==> src/rtl/audctl_pkg.sv <==
// Shared constants for the dual-port audio interrupt and reset controller.
// Assumes four request sources laid out one per nibble and two ports.
package audctl_pkg;
    localparam int NUM_SRC    = 4;
    localparam int SRC_STRIDE = 4;
    localparam int NUM_PORTS  = 2;

    localparam int OFF_STATUS    = 'h00;
    localparam int OFF_MASK_SRC  = 'h04;
    localparam int OFF_MASK_LINE = 'h08;
    localparam int OFF_CLKCTL    = 'h0C;
    localparam int OFF_SRST      = 'h10;

    localparam int SRST_KEEP_W = 8;
    localparam int SR_GLOBAL   = 0;
    localparam int SR_ACK      = 4;
    localparam int SR_PORT0    = 5;
    localparam int CK_STRIDE   = 4;
endpackage

==> src/rtl/audctl_status.sv <==
// Sticky request status: edge-detects each request and holds it until software
// clears it with a zero bit. Assumes requests are synchronous to clk.
module audctl_status #(
    parameter int NSRC = 4
) (
    input  logic            clk,
    input  logic            rst_n,
    input  logic [NSRC-1:0] req_i,
    input  logic            wr_i,
    input  logic [NSRC-1:0] keep_i,
    output logic [NSRC-1:0] status_o,
    output logic            new_evt_o
);
    logic [NSRC-1:0] req_q;
    logic [NSRC-1:0] rise;

    assign rise      = req_i & ~req_q;
    assign new_evt_o = |rise;

    // Remember last request level for edge detection.
    always_ff @(posedge clk) begin
        if (!rst_n) req_q <= '0;
        else        req_q <= req_i;
    end

    for (genvar k = 0; k < NSRC; k++) begin : g_src
        // Set on rising request, clear on a zero write bit; set wins.
        always_ff @(posedge clk) begin
            if (!rst_n)                  status_o[k] <= 1'b0;
            else if (rise[k])            status_o[k] <= 1'b1;
            else if (wr_i && !keep_i[k]) status_o[k] <= 1'b0;
        end

        p_rise_sets_r1: assert property (@(posedge clk) disable iff (!rst_n)
            (req_i[k] && !req_q[k]) |=> status_o[k]);
        p_sticky_r2: assert property (@(posedge clk) disable iff (!rst_n)
            (status_o[k] && !wr_i) |=> status_o[k]);
    end
endmodule

==> src/rtl/audctl_irq.sv <==
// Interrupt line: ANDs status with both masks, applies global-reset and
// acknowledge gating, and registers the result. Assumes one-cycle ack pulse.
module audctl_irq #(
    parameter int NSRC = 4
) (
    input  logic            clk,
    input  logic            rst_n,
    input  logic [NSRC-1:0] status_i,
    input  logic [NSRC-1:0] mask_src_i,
    input  logic [NSRC-1:0] mask_line_i,
    input  logic            glob_rel_i,
    input  logic            ack_lvl_i,
    input  logic            ack_pulse_i,
    input  logic            new_evt_i,
    output logic            irq_o
);
    logic pend;
    logic ack_q;

    assign pend = |(status_i & mask_src_i & mask_line_i);

    // Acknowledge holds off the line until a fresh request edge.
    always_ff @(posedge clk) begin
        if (!rst_n)           ack_q <= 1'b0;
        else if (new_evt_i)   ack_q <= 1'b0;
        else if (ack_pulse_i) ack_q <= 1'b1;
    end

    // Registered interrupt output.
    always_ff @(posedge clk) begin
        if (!rst_n) irq_o <= 1'b0;
        else        irq_o <= pend && glob_rel_i && ack_lvl_i && !ack_q;
    end

    p_irq_needs_masks_r4: assert property (@(posedge clk) disable iff (!rst_n)
        irq_o |-> $past(|(status_i & mask_src_i & mask_line_i)));
    p_irq_off_in_srst_r5: assert property (@(posedge clk) disable iff (!rst_n)
        !glob_rel_i |=> !irq_o);
    p_ack_quiet_r6: assert property (@(posedge clk) disable iff (!rst_n)
        (ack_q || !ack_lvl_i) |=> !irq_o);
endmodule

==> src/rtl/audctl_regs.sv <==
// Register bank: address decode, mask, clock and soft-reset storage and the
// read mux. Assumes byte offsets and one access per cycle.
module audctl_regs
    import audctl_pkg::*;
#(
    parameter int ADDR_W = 8,
    parameter int DATA_W = 32,
    parameter int NSRC   = 4,
    parameter int NPORT  = 2
) (
    input  logic                   clk,
    input  logic                   rst_n,
    input  logic                   we_i,
    input  logic [ADDR_W-1:0]      addr_i,
    input  logic [DATA_W-1:0]      wdata_i,
    input  logic [NSRC-1:0]        status_i,
    output logic                   st_wr_o,
    output logic [NSRC-1:0]        st_keep_o,
    output logic [NSRC-1:0]        mask_src_o,
    output logic [NSRC-1:0]        mask_line_o,
    output logic [NPORT-1:0]       clk_ctl_o,
    output logic [SRST_KEEP_W-1:0] srst_o,
    output logic                   ack_pulse_o,
    output logic [DATA_W-1:0]      rdata_o
);
    logic hit_st, hit_ms, hit_ml, hit_ck, hit_sr, hit_any;
    logic [NSRC-1:0]  wd_src;
    logic [NPORT-1:0] wd_clk;
    logic unused_wdata;

    assign hit_st  = addr_i == ADDR_W'(OFF_STATUS);
    assign hit_ms  = addr_i == ADDR_W'(OFF_MASK_SRC);
    assign hit_ml  = addr_i == ADDR_W'(OFF_MASK_LINE);
    assign hit_ck  = addr_i == ADDR_W'(OFF_CLKCTL);
    assign hit_sr  = addr_i == ADDR_W'(OFF_SRST);
    assign hit_any = hit_st | hit_ms | hit_ml | hit_ck | hit_sr;
    assign unused_wdata = ^wdata_i;

    for (genvar k = 0; k < NSRC; k++) begin : g_wsrc
        assign wd_src[k] = wdata_i[k*SRC_STRIDE];
    end
    for (genvar p = 0; p < NPORT; p++) begin : g_wclk
        assign wd_clk[p] = wdata_i[p*CK_STRIDE];
    end

    assign st_wr_o     = we_i && hit_st;
    assign st_keep_o   = wd_src;
    assign ack_pulse_o = we_i && hit_sr && wdata_i[SR_ACK] && !srst_o[SR_ACK];

    // Mask registers.
    always_ff @(posedge clk) begin
        if (!rst_n) begin
            mask_src_o  <= '0;
            mask_line_o <= '0;
        end else if (we_i) begin
            if (hit_ms) mask_src_o  <= wd_src;
            if (hit_ml) mask_line_o <= wd_src;
        end
    end

    // Clock-enable register.
    always_ff @(posedge clk) begin
        if (!rst_n)              clk_ctl_o <= '0;
        else if (we_i && hit_ck) clk_ctl_o <= wd_clk;
    end

    // Soft-reset register, low byte only.
    always_ff @(posedge clk) begin
        if (!rst_n)              srst_o <= '0;
        else if (we_i && hit_sr) srst_o <= wdata_i[SRST_KEEP_W-1:0];
    end

    // Read multiplexer; unmapped offsets read zero.
    always_comb begin
        rdata_o = '0;
        if (hit_st) begin
            for (int k = 0; k < NSRC; k++) rdata_o[k*SRC_STRIDE] = status_i[k];
        end else if (hit_ms) begin
            for (int k = 0; k < NSRC; k++) rdata_o[k*SRC_STRIDE] = mask_src_o[k];
        end else if (hit_ml) begin
            for (int k = 0; k < NSRC; k++) rdata_o[k*SRC_STRIDE] = mask_line_o[k];
        end else if (hit_ck) begin
            for (int p = 0; p < NPORT; p++) rdata_o[p*CK_STRIDE] = clk_ctl_o[p];
        end else if (hit_sr) begin
            rdata_o[SRST_KEEP_W-1:0] = srst_o;
        end
    end

    p_unmapped_zero_r9: assert property (@(posedge clk) disable iff (!rst_n)
        !hit_any |-> (rdata_o == '0));
    p_srst_high_zero_r7: assert property (@(posedge clk) disable iff (!rst_n)
        hit_sr |-> (rdata_o[DATA_W-1:SRST_KEEP_W] == '0));
    p_unmapped_write_r9: assert property (@(posedge clk) disable iff (!rst_n)
        (we_i && !hit_any) |=> ($stable(srst_o) && $stable(clk_ctl_o)
                                && $stable(mask_src_o) && $stable(mask_line_o)));
endmodule

==> src/rtl/audio_irq_ctrl.sv <==
// Top of the dual-port audio interrupt and reset controller. Wires status,
// register bank and interrupt generator; derives port reset and clock lines.
module audio_irq_ctrl
    import audctl_pkg::*;
#(
    parameter int ADDR_W = 8,
    parameter int DATA_W = 32
) (
    input  logic                 clk,
    input  logic                 rst_n,
    input  logic                 bus_we,
    input  logic [ADDR_W-1:0]    bus_addr,
    input  logic [DATA_W-1:0]    bus_wdata,
    output logic [DATA_W-1:0]    bus_rdata,
    input  logic [NUM_SRC-1:0]   fifo_req,
    output logic                 irq,
    output logic [NUM_PORTS-1:0] port_rst_n,
    output logic [NUM_PORTS-1:0] port_clk_en
);
    logic [NUM_SRC-1:0]     status, keep, mask_src, mask_line;
    logic                   st_wr, new_evt, ack_pulse;
    logic [NUM_PORTS-1:0]   clk_ctl;
    logic [SRST_KEEP_W-1:0] srst;

    audctl_status #(.NSRC(NUM_SRC)) u_status (
        .clk(clk), .rst_n(rst_n), .req_i(fifo_req), .wr_i(st_wr),
        .keep_i(keep), .status_o(status), .new_evt_o(new_evt)
    );

    audctl_regs #(.ADDR_W(ADDR_W), .DATA_W(DATA_W), .NSRC(NUM_SRC),
                  .NPORT(NUM_PORTS)) u_regs (
        .clk(clk), .rst_n(rst_n), .we_i(bus_we), .addr_i(bus_addr),
        .wdata_i(bus_wdata), .status_i(status), .st_wr_o(st_wr),
        .st_keep_o(keep), .mask_src_o(mask_src), .mask_line_o(mask_line),
        .clk_ctl_o(clk_ctl), .srst_o(srst), .ack_pulse_o(ack_pulse),
        .rdata_o(bus_rdata)
    );

    audctl_irq #(.NSRC(NUM_SRC)) u_irq (
        .clk(clk), .rst_n(rst_n), .status_i(status), .mask_src_i(mask_src),
        .mask_line_i(mask_line), .glob_rel_i(srst[SR_GLOBAL]),
        .ack_lvl_i(srst[SR_ACK]), .ack_pulse_i(ack_pulse),
        .new_evt_i(new_evt), .irq_o(irq)
    );

    for (genvar p = 0; p < NUM_PORTS; p++) begin : g_port
        assign port_rst_n[p]  = srst[SR_GLOBAL] & srst[SR_PORT0+p];
        assign port_clk_en[p] = clk_ctl[p];
    end

    p_port_rst_global_r7: assert property (@(posedge clk) disable iff (!rst_n)
        !srst[SR_GLOBAL] |-> (port_rst_n == '0));
endmodule

==> config.mk <==
export PLATFORM = sky130hd
export DESIGN_NAME = audio_irq_ctrl
export DESIGN_NICKNAME = d
export VERILOG_FILES = /design/src/rtl/audctl_pkg.sv /design/src/rtl/audctl_status.sv /design/src/rtl/audctl_irq.sv /design/src/rtl/audctl_regs.sv /design/src/rtl/audio_irq_ctrl.sv
export SDC_FILE = /design/constraint.sdc
export NUM_CORES = 1
export LEC_CHECK = 0
export ABC_AREA = 0
export BUFFER_PORTS_ARGS = -buffer_cell sky130_fd_sc_hd__buf_4
export CAP_MARGIN = 20
export CORE_MARGIN = 2
export CORE_UTILIZATION = 34
export CTS_CLUSTER_SIZE = 14
export DETAILED_ROUTE_END_ITERATION = 8
export PLACE_DENSITY = 0.68
export SKIP_LAST_GASP = 1
export SYNTH_ARGS = -nofsm -noshare
export SYNTH_HDL_FRONTEND = slang
export SYNTH_SLANG_ARGS = --single-unit
==> constraint.sdc <==
create_clock -name clk -period 1.45 [get_ports clk]
set_input_delay 0.145 -clock clk [delete_from_list [all_inputs] [get_ports clk]]
set_output_delay 0.145 -clock clk [all_outputs]
set_load 0.005 [all_outputs]
Yosys cells after proc, flatten, opt, wreduce, memory -nomap -nowiden
Cells that the tools add are included.
Widths: inputs -> output; s select.
- output and inout bits: 37
- bits in registers: 28
- logic and storage cells: 80
- input bits: 47
- eq/ne operators: 4
- reduce and logical (&&, ||, !) cells: 27
- multiplexer cells: 31
- bitwise gates (word level): 7
- operators with widths (kind ; number):
    $mux 3 ; 8
    $mux 1 ; 22
    $eq 8x4->1 const B ; 2
    $and 4x4->4 ; 3
    $logic_and 1x1->1 ; 12
    $eq 8x3->1 const B ; 1
    $eq 8x5->1 const B ; 1
    $logic_not 8->1 ; 1
    $mux 8 ; 1
    $reduce_bool 2->1 ; 4
    $logic_not 1->1 ; 6
    $reduce_or 5->1 ; 1
    $not 4->4 ; 1
    $reduce_and 2->1 ; 2
    $reduce_or 4->1 ; 1
    $and 1x1->1 ; 2
    $not 1->1 ; 1

Longest topological paths before layout
Gate-level depths: netlist (run 1).
- depth after elaboration: 6
- mapped depth: 4
- depth with buffers taken out: 3

Modules after synthesis
From an unflattened synthesis (run 1), not the netlist that was laid out.
- cell total of the unflattened synthesis: 184
- area, all modules: 1610.3 um^2
- modules (own cells, without submodules) (module ; times used ; area an instance (um^2) ; cells each ; seq. area each (um^2)):
    audctl_regs ; 1 ; 1213.7 ; 142 ; 360.3
    audctl_status ; 1 ; 295.3 ; 30 ; 160.2
    audctl_irq ; 1 ; 88.8 ; 10 ; 40.0
    audio_irq_ctrl ; 1 ; 12.5 ; 2 ; 0.0

Worst setup path after synthesis (run 1)
OpenSTA, ideal clock, no wires.
- path kind: input port to output port
- start point: in bus_addr[7]
- end point: out bus_rdata[12]
- arrival time: 1.035 ns
- data required time: 1.305 ns
- stages on the path: 3
- path buffers: 0
- slack: 0.270 ns
- path through: or3_1 -> nor3_1 -> nor2b_1
- word-level cells in the longest chain between the ends: 4
- elaborated cells between the ends (all ways): 6
- classes of those cells: eq/ne (2); mux (3); reduce/logical (1)
- RTL lines (element ; RTL line ; RTL):
    from (decl) ; audio_irq_ctrl.sv:12 ; input logic [ADDR_W-1:0] bus_addr,
    $eq 8x4->1 ; audctl_regs.sv:33 ; assign hit_ml = addr_i == ADDR_W'(OFF_MASK_LINE);
    $mux 1 ; audctl_regs.sv:80 ; end else if (hit_ml) begin
    $mux 1 ; audctl_regs.sv:78 ; end else if (hit_ms) begin
    $mux 1 * ; audctl_regs.sv:76 ; if (hit_st) begin
    to (decl) ; audio_irq_ctrl.sv:14 ; output logic [DATA_W-1:0] bus_rdata,
Mark *: on every way between the ends. The rest lies on a longest branch, timed or not.

Worst setup path in the final report (run 1)
- start point: reg u_regs.clk_ctl_o[1]
- end point: out bus_rdata[4]
- word-level cells in the longest chain between the ends: 4
- RTL lines (element ; RTL line ; RTL):
    from (decl) ; audctl_regs.sv:21 ; output logic [NPORT-1:0] clk_ctl_o,
    from (signal assigned) ; audctl_regs.sv:64 ; else if (we_i && hit_ck) clk_ctl_o <= wd_clk;
    $mux 1 ; audctl_regs.sv:82 ; end else if (hit_ck) begin
    $mux 1 ; audctl_regs.sv:80 ;
    $mux 1 ; audctl_regs.sv:78 ;
    $mux 1 ; audctl_regs.sv:76 ;
Every way passes these cells.

==> results of run 1 <==
## state kept, by name, indices dropped and copies added, names as in the netlist
| name | count |
|---|---|
| u_regs.srst_o | 8 |
| u_regs.mask_src_o | 4 |
| u_irq.ack_q | 1 |
| u_regs.clk_ctl_o | 2 |
| u_irq.irq_o | 1 |
| u_regs.mask_line_o | 4 |
| u_status.req_q | 4 |
| u_status.status_o | 4 |
## worst min-delay path by stage
| stage | start | to | slack (ns) | cells past startpoint |
|---|---|---|---|---|
| 2_1_floorplan | fifo_req[0] | u_status.req_q[0] | 0.27 | 1 |
| 3_3_place_gp | fifo_req[2] | u_status.req_q[2] | 0.35 | 2 |
| 3_5_place_dp | fifo_req[2] | u_status.req_q[2] | 0.36 | 2 |
| 4_1_cts | fifo_req[2] | u_status.req_q[2] | 0.06 | 2 |
| 5_1_grt | fifo_req[0] | u_status.req_q[0] | 0.06 | 2 |
| 6_report | fifo_req[2] | u_status.req_q[2] | 0.07 | 2 |
## worst reg2reg max path, delay by kind of cell, from the launching register on
family | cells | cell delay [ns]
AND/OR/NAND/NOR | 2 | 0.38
AO/OA/AOI/OAI | 1 | 0.19
flip-flops | 1 | 0.37
## repair_timing
action                                  in CTS  in global routing
gates resized for setup                      4                  5
pin swaps                                    1                  1
buffers inserted                             3                  1
endpoints found under the setup margin       2                  2
endpoints found under the hold margin        0                  0
hold buffers                                 0                  0
## cell families after synthesis
family | after synthesis | synth area share
multiplexers | 22 | 0.161
AND/OR/NAND/NOR | 75 | 0.280
flip-flops | 28 | 0.368
buffers and inverters | 28 | 0.124
AO/OA/AOI/OAI | 15 | 0.0656
other | 1 | 0.00246
## synthesized netlist by cell type, drive strengths merged
| cell type | count | share of area |
|---|---|---|
| nand2 | 29 | 0.071 |
| dfxtp | 28 | 0.37 |
| buf | 23 | 0.11 |
| mux2i | 20 | 0.13 |
| and3 | 7 | 0.029 |
| nor2b | 7 | 0.029 |
| and2 | 6 | 0.025 |
| nor4 | 6 | 0.025 |
| clkbuf | 5 | 0.012 |
| a21oi | 4 | 0.013 |
| o21ai | 4 | 0.013 |
| nand3 | 3 | 0.0098 |
| nor2 | 3 | 0.0074 |
| nor3 | 3 | 0.017 |
| a2bb2oi | 2 | 0.011 |
| a31oi | 2 | 0.0082 |
| a32o | 2 | 0.013 |
| mux4 | 2 | 0.030 |
| nand4b | 2 | 0.011 |
| nor3b | 2 | 0.013 |
| and3b | 1 | 0.0057 |
| and4 | 1 | 0.0057 |
| conb | 1 | 0.0025 |
| nand4 | 1 | 0.0082 |
| nor4b | 1 | 0.0057 |
| o211a | 1 | 0.0066 |
| or2 | 1 | 0.0041 |
| or3 | 1 | 0.0041 |
| or4b | 1 | 0.0090 |
## metal layers
metal | part of all wire | global-route usage | vias to the layer above | wire length [um]
met4 | 0.019 | 0.0713 | 0 | 64
met3 | 0.048 | 0.0199 | 5 | 159
met1 | 0.46 | 0.176 | 578 | 1540
met5 | 0 | 0 | - | 0
met2 | 0.47 | 0.223 | 36 | 1560
li1 | - | - | 655 | -
## metrics by stage
step	hold WS [ns]	power, mW	setup TNS (ns)	utilization
global route	0.0649	1.52	-0.318	0.450
CTS	0.0648	1.47	-0.253	0.446
detailed placement	0.356	0.987	0	0.427
finish	0.0687	1.45	-0.233	0.450
floorplan	0.267	0.943	0	-
global placement	0.355	0.985	0	0.427
## layout make-up
cell class | instances | area (um^2) | area share
Tap cell | 52 | 65.1 | 0.0334
Clock buffer | 4 | 55.1 | 0.0283
Timing Repair Buffer | 53 | 402 | 0.206
Multi-Input combinational cell | 134 | 857 | 0.440
Sequential cell | 28 | 568 | 0.292
## power by group through the flow
| stage | clock network, mW | logic [mW] | registers, mW |
|---|---|---|---|
| CTS | 0.492 | 0.181 | 0.792 |
| detailed placement | 0 | 0.176 | 0.810 |
| global route | 0.520 | 0.202 | 0.794 |
| global placement | 0 | 0.175 | 0.810 |
| floorplan | 0 | 0.136 | 0.807 |
| finish | 0.479 | 0.180 | 0.793 |
## cells in the final DEF (no fill, tap or decap)
| cell type | count |
|---|---|
| a21oi_1 | 4 |
| a2bb2oi_1 | 2 |
| a31oi_1 | 2 |
| a32o_2 | 2 |
| and2_1 | 6 |
| and3_1 | 7 |
| and3b_1 | 1 |
| and4_1 | 1 |
| buf_4 | 52 |
| buf_6 | 1 |
| clkbuf_8 | 4 |
| conb_1 | 22 |
| dfxtp_1 | 22 |
| dfxtp_2 | 6 |
| mux2i_1 | 20 |
| mux4_2 | 2 |
| nand2_1 | 29 |
| nand3_1 | 3 |
| nand4_2 | 1 |
| nand4b_1 | 2 |
| nor2_1 | 3 |
| nor2b_1 | 7 |
| nor3_1 | 2 |
| nor3_4 | 1 |
| nor3b_1 | 1 |
| nor3b_2 | 1 |
| nor4_1 | 6 |
| nor4b_1 | 1 |
| o211a_1 | 1 |
| o21ai_0 | 4 |
| or2_2 | 1 |
| or3_1 | 1 |
| or4b_4 | 1 |
==> out/qor.csv, run 1 <==
metric,value,unit
Yosys cell types,32,
"slowest stage delay, CP",0.45,ns
clock buffer depth,2,
fin area,1950,um^2
Crit path depth,3,
R2R Path End,u_irq.ack_q,
Static Leak,0.998,nW
Core Region,4320,um^2
Diodes inserted,0,
CP cell instances,mux4_2 -> a32o_2 -> buf_4,
routed vias/inst,4.70,
DIE AREA,5040,um^2
RSZ-0062 raised after global routing,true,
Critical Path Fanout Max,2,
H-tree depth,1,
dpl cell area,1850,um^2
final worst setup slack,-0.117,ns
CTS root buf,clkbuf_8,
DR iter-0 viols,62,
Max-Cap Viols,0,
dpl hpwl,2.51,mm
switching share of power,0.233,
"CTS clk-pin slew, worst paths",0.09,ns
Routed Antenna Nets,0,
DP Worst Slack,0.0607,ns
required time of the critical path,1.31,ns
antenna violations before repair,0,
Clock Sinks,28,
worst skew pair latency,0.27,ns
"Seq/Total Area, Yosys",0.368,
CTS tree,done,
Routed WL,3.33,mm
Worst Setup Path Type,register to primary output,
Synth Instances,169,
Fin Clk Skew,0.00246,ns
Peak VDD IR,0.351,mV
Die Span Y,71.0,um
Final Hold Viols,0,
largest net degree at the start of global routing,39,
Ports,84,
Synth Cell Area,1530,um^2
initial core utilization,0.353,
gpl congestion,0.743,
Slowest cell on crit path,mux4_2,
warning count from the yosys run,0,
# rows,24,
flop2flop setup slack,0.41,ns
Hold WC Path Type,input pin to register,
CP endpoint kind,primary output,
first-pass GRT wire length,5.55,mm
failing checks,setup timing,
Final nets,267,
PortBufs,39,
Placed Cells,263,
final worst path period share,1.08,
startpoint class of the critical path,register,
DRC,0,
vias in the first global route,1235,
# setup viols final,2,
All-Layer GR Usage,0.137,
PwrDens,746,nW/um^2
total gr overflow,0,
share of total power in combinational logic,0.124,
crit path time final,1.57,ns
Die X,71.0,um
FF-to-FF Start,u_regs.srst_o[4],
routed vias,1274,
TritonRoute pass-1 iters,4,
Int Power,1.11,mW
"Avg Cell Area, Syn",9.02,um^2
FF-to-FF path depth,3,
Critical Path Sink,bus_rdata[4],
CP startpoint,u_regs.clk_ctl_o[1],
final std cells w/o fill,271,
FILL cells,425,
Max Slew Vio Count,0,
share of layout cells above drive strength 1,0.329,
CTS Buf Count,3,
critical path arrival,1.42,ns
Layout Area Growth over Synthesis,27.6,%
Sequential Power Share,0.546,
status,finished with violations,
clock share of power,0.330,
worst path bufs/invs,1,
Sw Pwr,0.338,mW
wire length per cell,12.3,um
Max Freq,638,MHz
Yosys reg bits,28,
Worst path top cell family by delay,multiplexers,
Power figures use the tool's default switching activity.
==> run 2: changes to the inputs <==
CORE_UTILIZATION = 44   (was 34)
PLACE_DENSITY = 0.83   (was 0.68)
==> out/qor.csv, run 2 (same netlist as run 1, synthesis figures left out) <==
metric,value,unit
first-pass GRT wire length,5.32,mm
Placed Cells,254,
# rows,21,
critical path arrival,1.50,ns
final std cells w/o fill,265,
fin area,1920,um^2
CP cell instances,mux4_2 -> a32o_1 -> buf_4,
H-tree depth,1,
Sequential Power Share,0.588,
clock buffer depth,2,
required time of the critical path,1.31,ns
initial core utilization,0.457,
"commonest cells after routing, fill and taps aside","buf_4, nand2_1, conb_1",
max reg flops,8,
Max Slew Vio Count,0,
CTS Buf Count,3,
routed vias/inst,5.00,
Static Leak,0.982,nW
Hold Slack,0.0136,ns
antenna violations before repair,0,
dpl cell area,1820,um^2
Ports,84,
clock share of power,0.274,
final worst path period share,1.14,
PortBufs,39,
worst skew pair latency,0.33,ns
Routed Antenna Nets,0,
Max-Cap Viols,0,
CTS tree,done,
Int Power,1.03,mW
RSZ-0062 raised after global routing,true,
"commonest non-fill, non-tap cell in the layout",buf_4,
Reg area,571,um^2
share of total power in combinational logic,0.137,
largest net degree at the start of global routing,39,
Biggest register,u_regs.srst_o,
dpl hpwl,2.47,mm
TritonRoute pass-1 iters,4,
Worst Setup Path Type,register to primary output,
wire length per cell,12.4,um
crit path time final,1.65,ns
gpl congestion,0.752,
DIE AREA,3950,um^2
Clock Sinks,28,
Slowest cell on crit path,mux4_2,
failing checks,setup timing,
Critical Path Fanout Max,2,
final worst setup slack,-0.199,ns
Post-CTS Hold Fix Bufs,0,
DR iter-0 viols,51,
total gr overflow,0,
status,finished with violations,
Fin Clk Skew,0.00503,ns
routed vias,1326,
FILL cells,293,
Final nets,267,
vias in the first global route,1212,
Die X,62.9,um
multi-input combinational cell area,860,um^2
CP endpoint kind,primary output,
CTS root buf,clkbuf_4,
Hold WC Path Type,input pin to register,
switching share of power,0.238,
# setup viols final,2,
Core Region,3340,um^2
PwrDens,702,nW/um^2
share of layout cells above drive strength 1,0.333,
"slowest stage delay, CP",0.47,ns
"CTS clk-pin slew, worst paths",0.14,ns
Routed WL,3.28,mm
Layout Area Growth over Synthesis,26.0,%
Final Hold Viols,0,
Diodes inserted,0,
DRC,0,
startpoint class of the critical path,register,
Die Span Y,62.9,um
Peak VDD IR,0.504,mV
Sw Pwr,0.321,mW
All-Layer GR Usage,0.169,
Max Freq,606,MHz
run 2: cell count changes in the layout (fill, tap and decap cells not counted):
cell | previous run | this run
a32o_1 | 0 | 2
a32o_2 | 2 | 0
buf_4 | 52 | 53
buf_6 | 1 | 0
clkbuf_4 | 0 | 3
clkbuf_8 | 4 | 1
dfxtp_1 | 22 | 20
dfxtp_2 | 6 | 8
nor3b_1 | 1 | 0
nor3b_2 | 1 | 2
run 2: layer usage:
metal / track usage / vias to the layer above / part of all wire
met5: 0 / - / 0
met2: 0.287 / 44 / 0.49
met4: 0.0972 / 0 / 0.027
met1: 0.203 / 618 / 0.44
li1: - / 658 / -
met3: 0.0252 / 6 / 0.045
run 2: worst paths after layout:
path,cells after the start,from,slack (ns),to
worst min register to register,2,u_regs.srst_o[2],0.47,u_regs.srst_o[2]
worst max register to register,3,u_regs.srst_o[4],0.36,u_irq.ack_q
worst max-delay path,3,u_regs.clk_ctl_o[0],-0.20,bus_rdata[0]
worst min-delay path,2,fifo_req[2],0.01,u_status.req_q[2]
run 2: what timing repair did:
item	in CTS	in global routing
resized for setup	5	4
cloned	0	0
endpoints found under the setup margin	2	3
setup buffers	3	4
run 2: power by group through the flow:
stage | logic (mW) | registers, mW | clock network [mW]
finish | 0.185 | 0.794 | 0.370
global route | 0.206 | 0.796 | 0.404
CTS | 0.175 | 0.793 | 0.382
detailed placement | 0.175 | 0.810 | 0
global placement | 0.172 | 0.810 | 0
floorplan | 0.136 | 0.807 | 0
run 2: cell type report:
| class | count | area share |
|---|---|---|
| flip-flops and latches | 28 | 0.297 |
| repair buffers | 53 | 0.207 |
| clock buffers | 4 | 0.0189 |
| well taps | 46 | 0.0299 |
| multi-input cells | 134 | 0.447 |
run 2: critical path: cells and delay by family (launching register included):
kind / cells / cell delay, ns
buffers and inverters: 1 / 0.13
AO/OA/AOI/OAI: 1 / 0.23
flip-flops: 1 / 0.35
multiplexers: 1 / 0.47
run 2: through the flow:
| step | setup WS [ns] | power [mW] | setup TNS [ns] | util |
|---|---|---|---|---|
| global route | -0.234 | 1.41 | -0.436 | 0.576 |
| CTS | -0.198 | 1.35 | -0.382 | 0.564 |
| floorplan | 0.270 | 0.943 | 0 | - |
| global placement | 0.0654 | 0.982 | 0 | 0.545 |
| finish | -0.199 | 1.35 | -0.373 | 0.576 |
| detailed placement | 0.0465 | 0.985 | 0 | 0.545 |
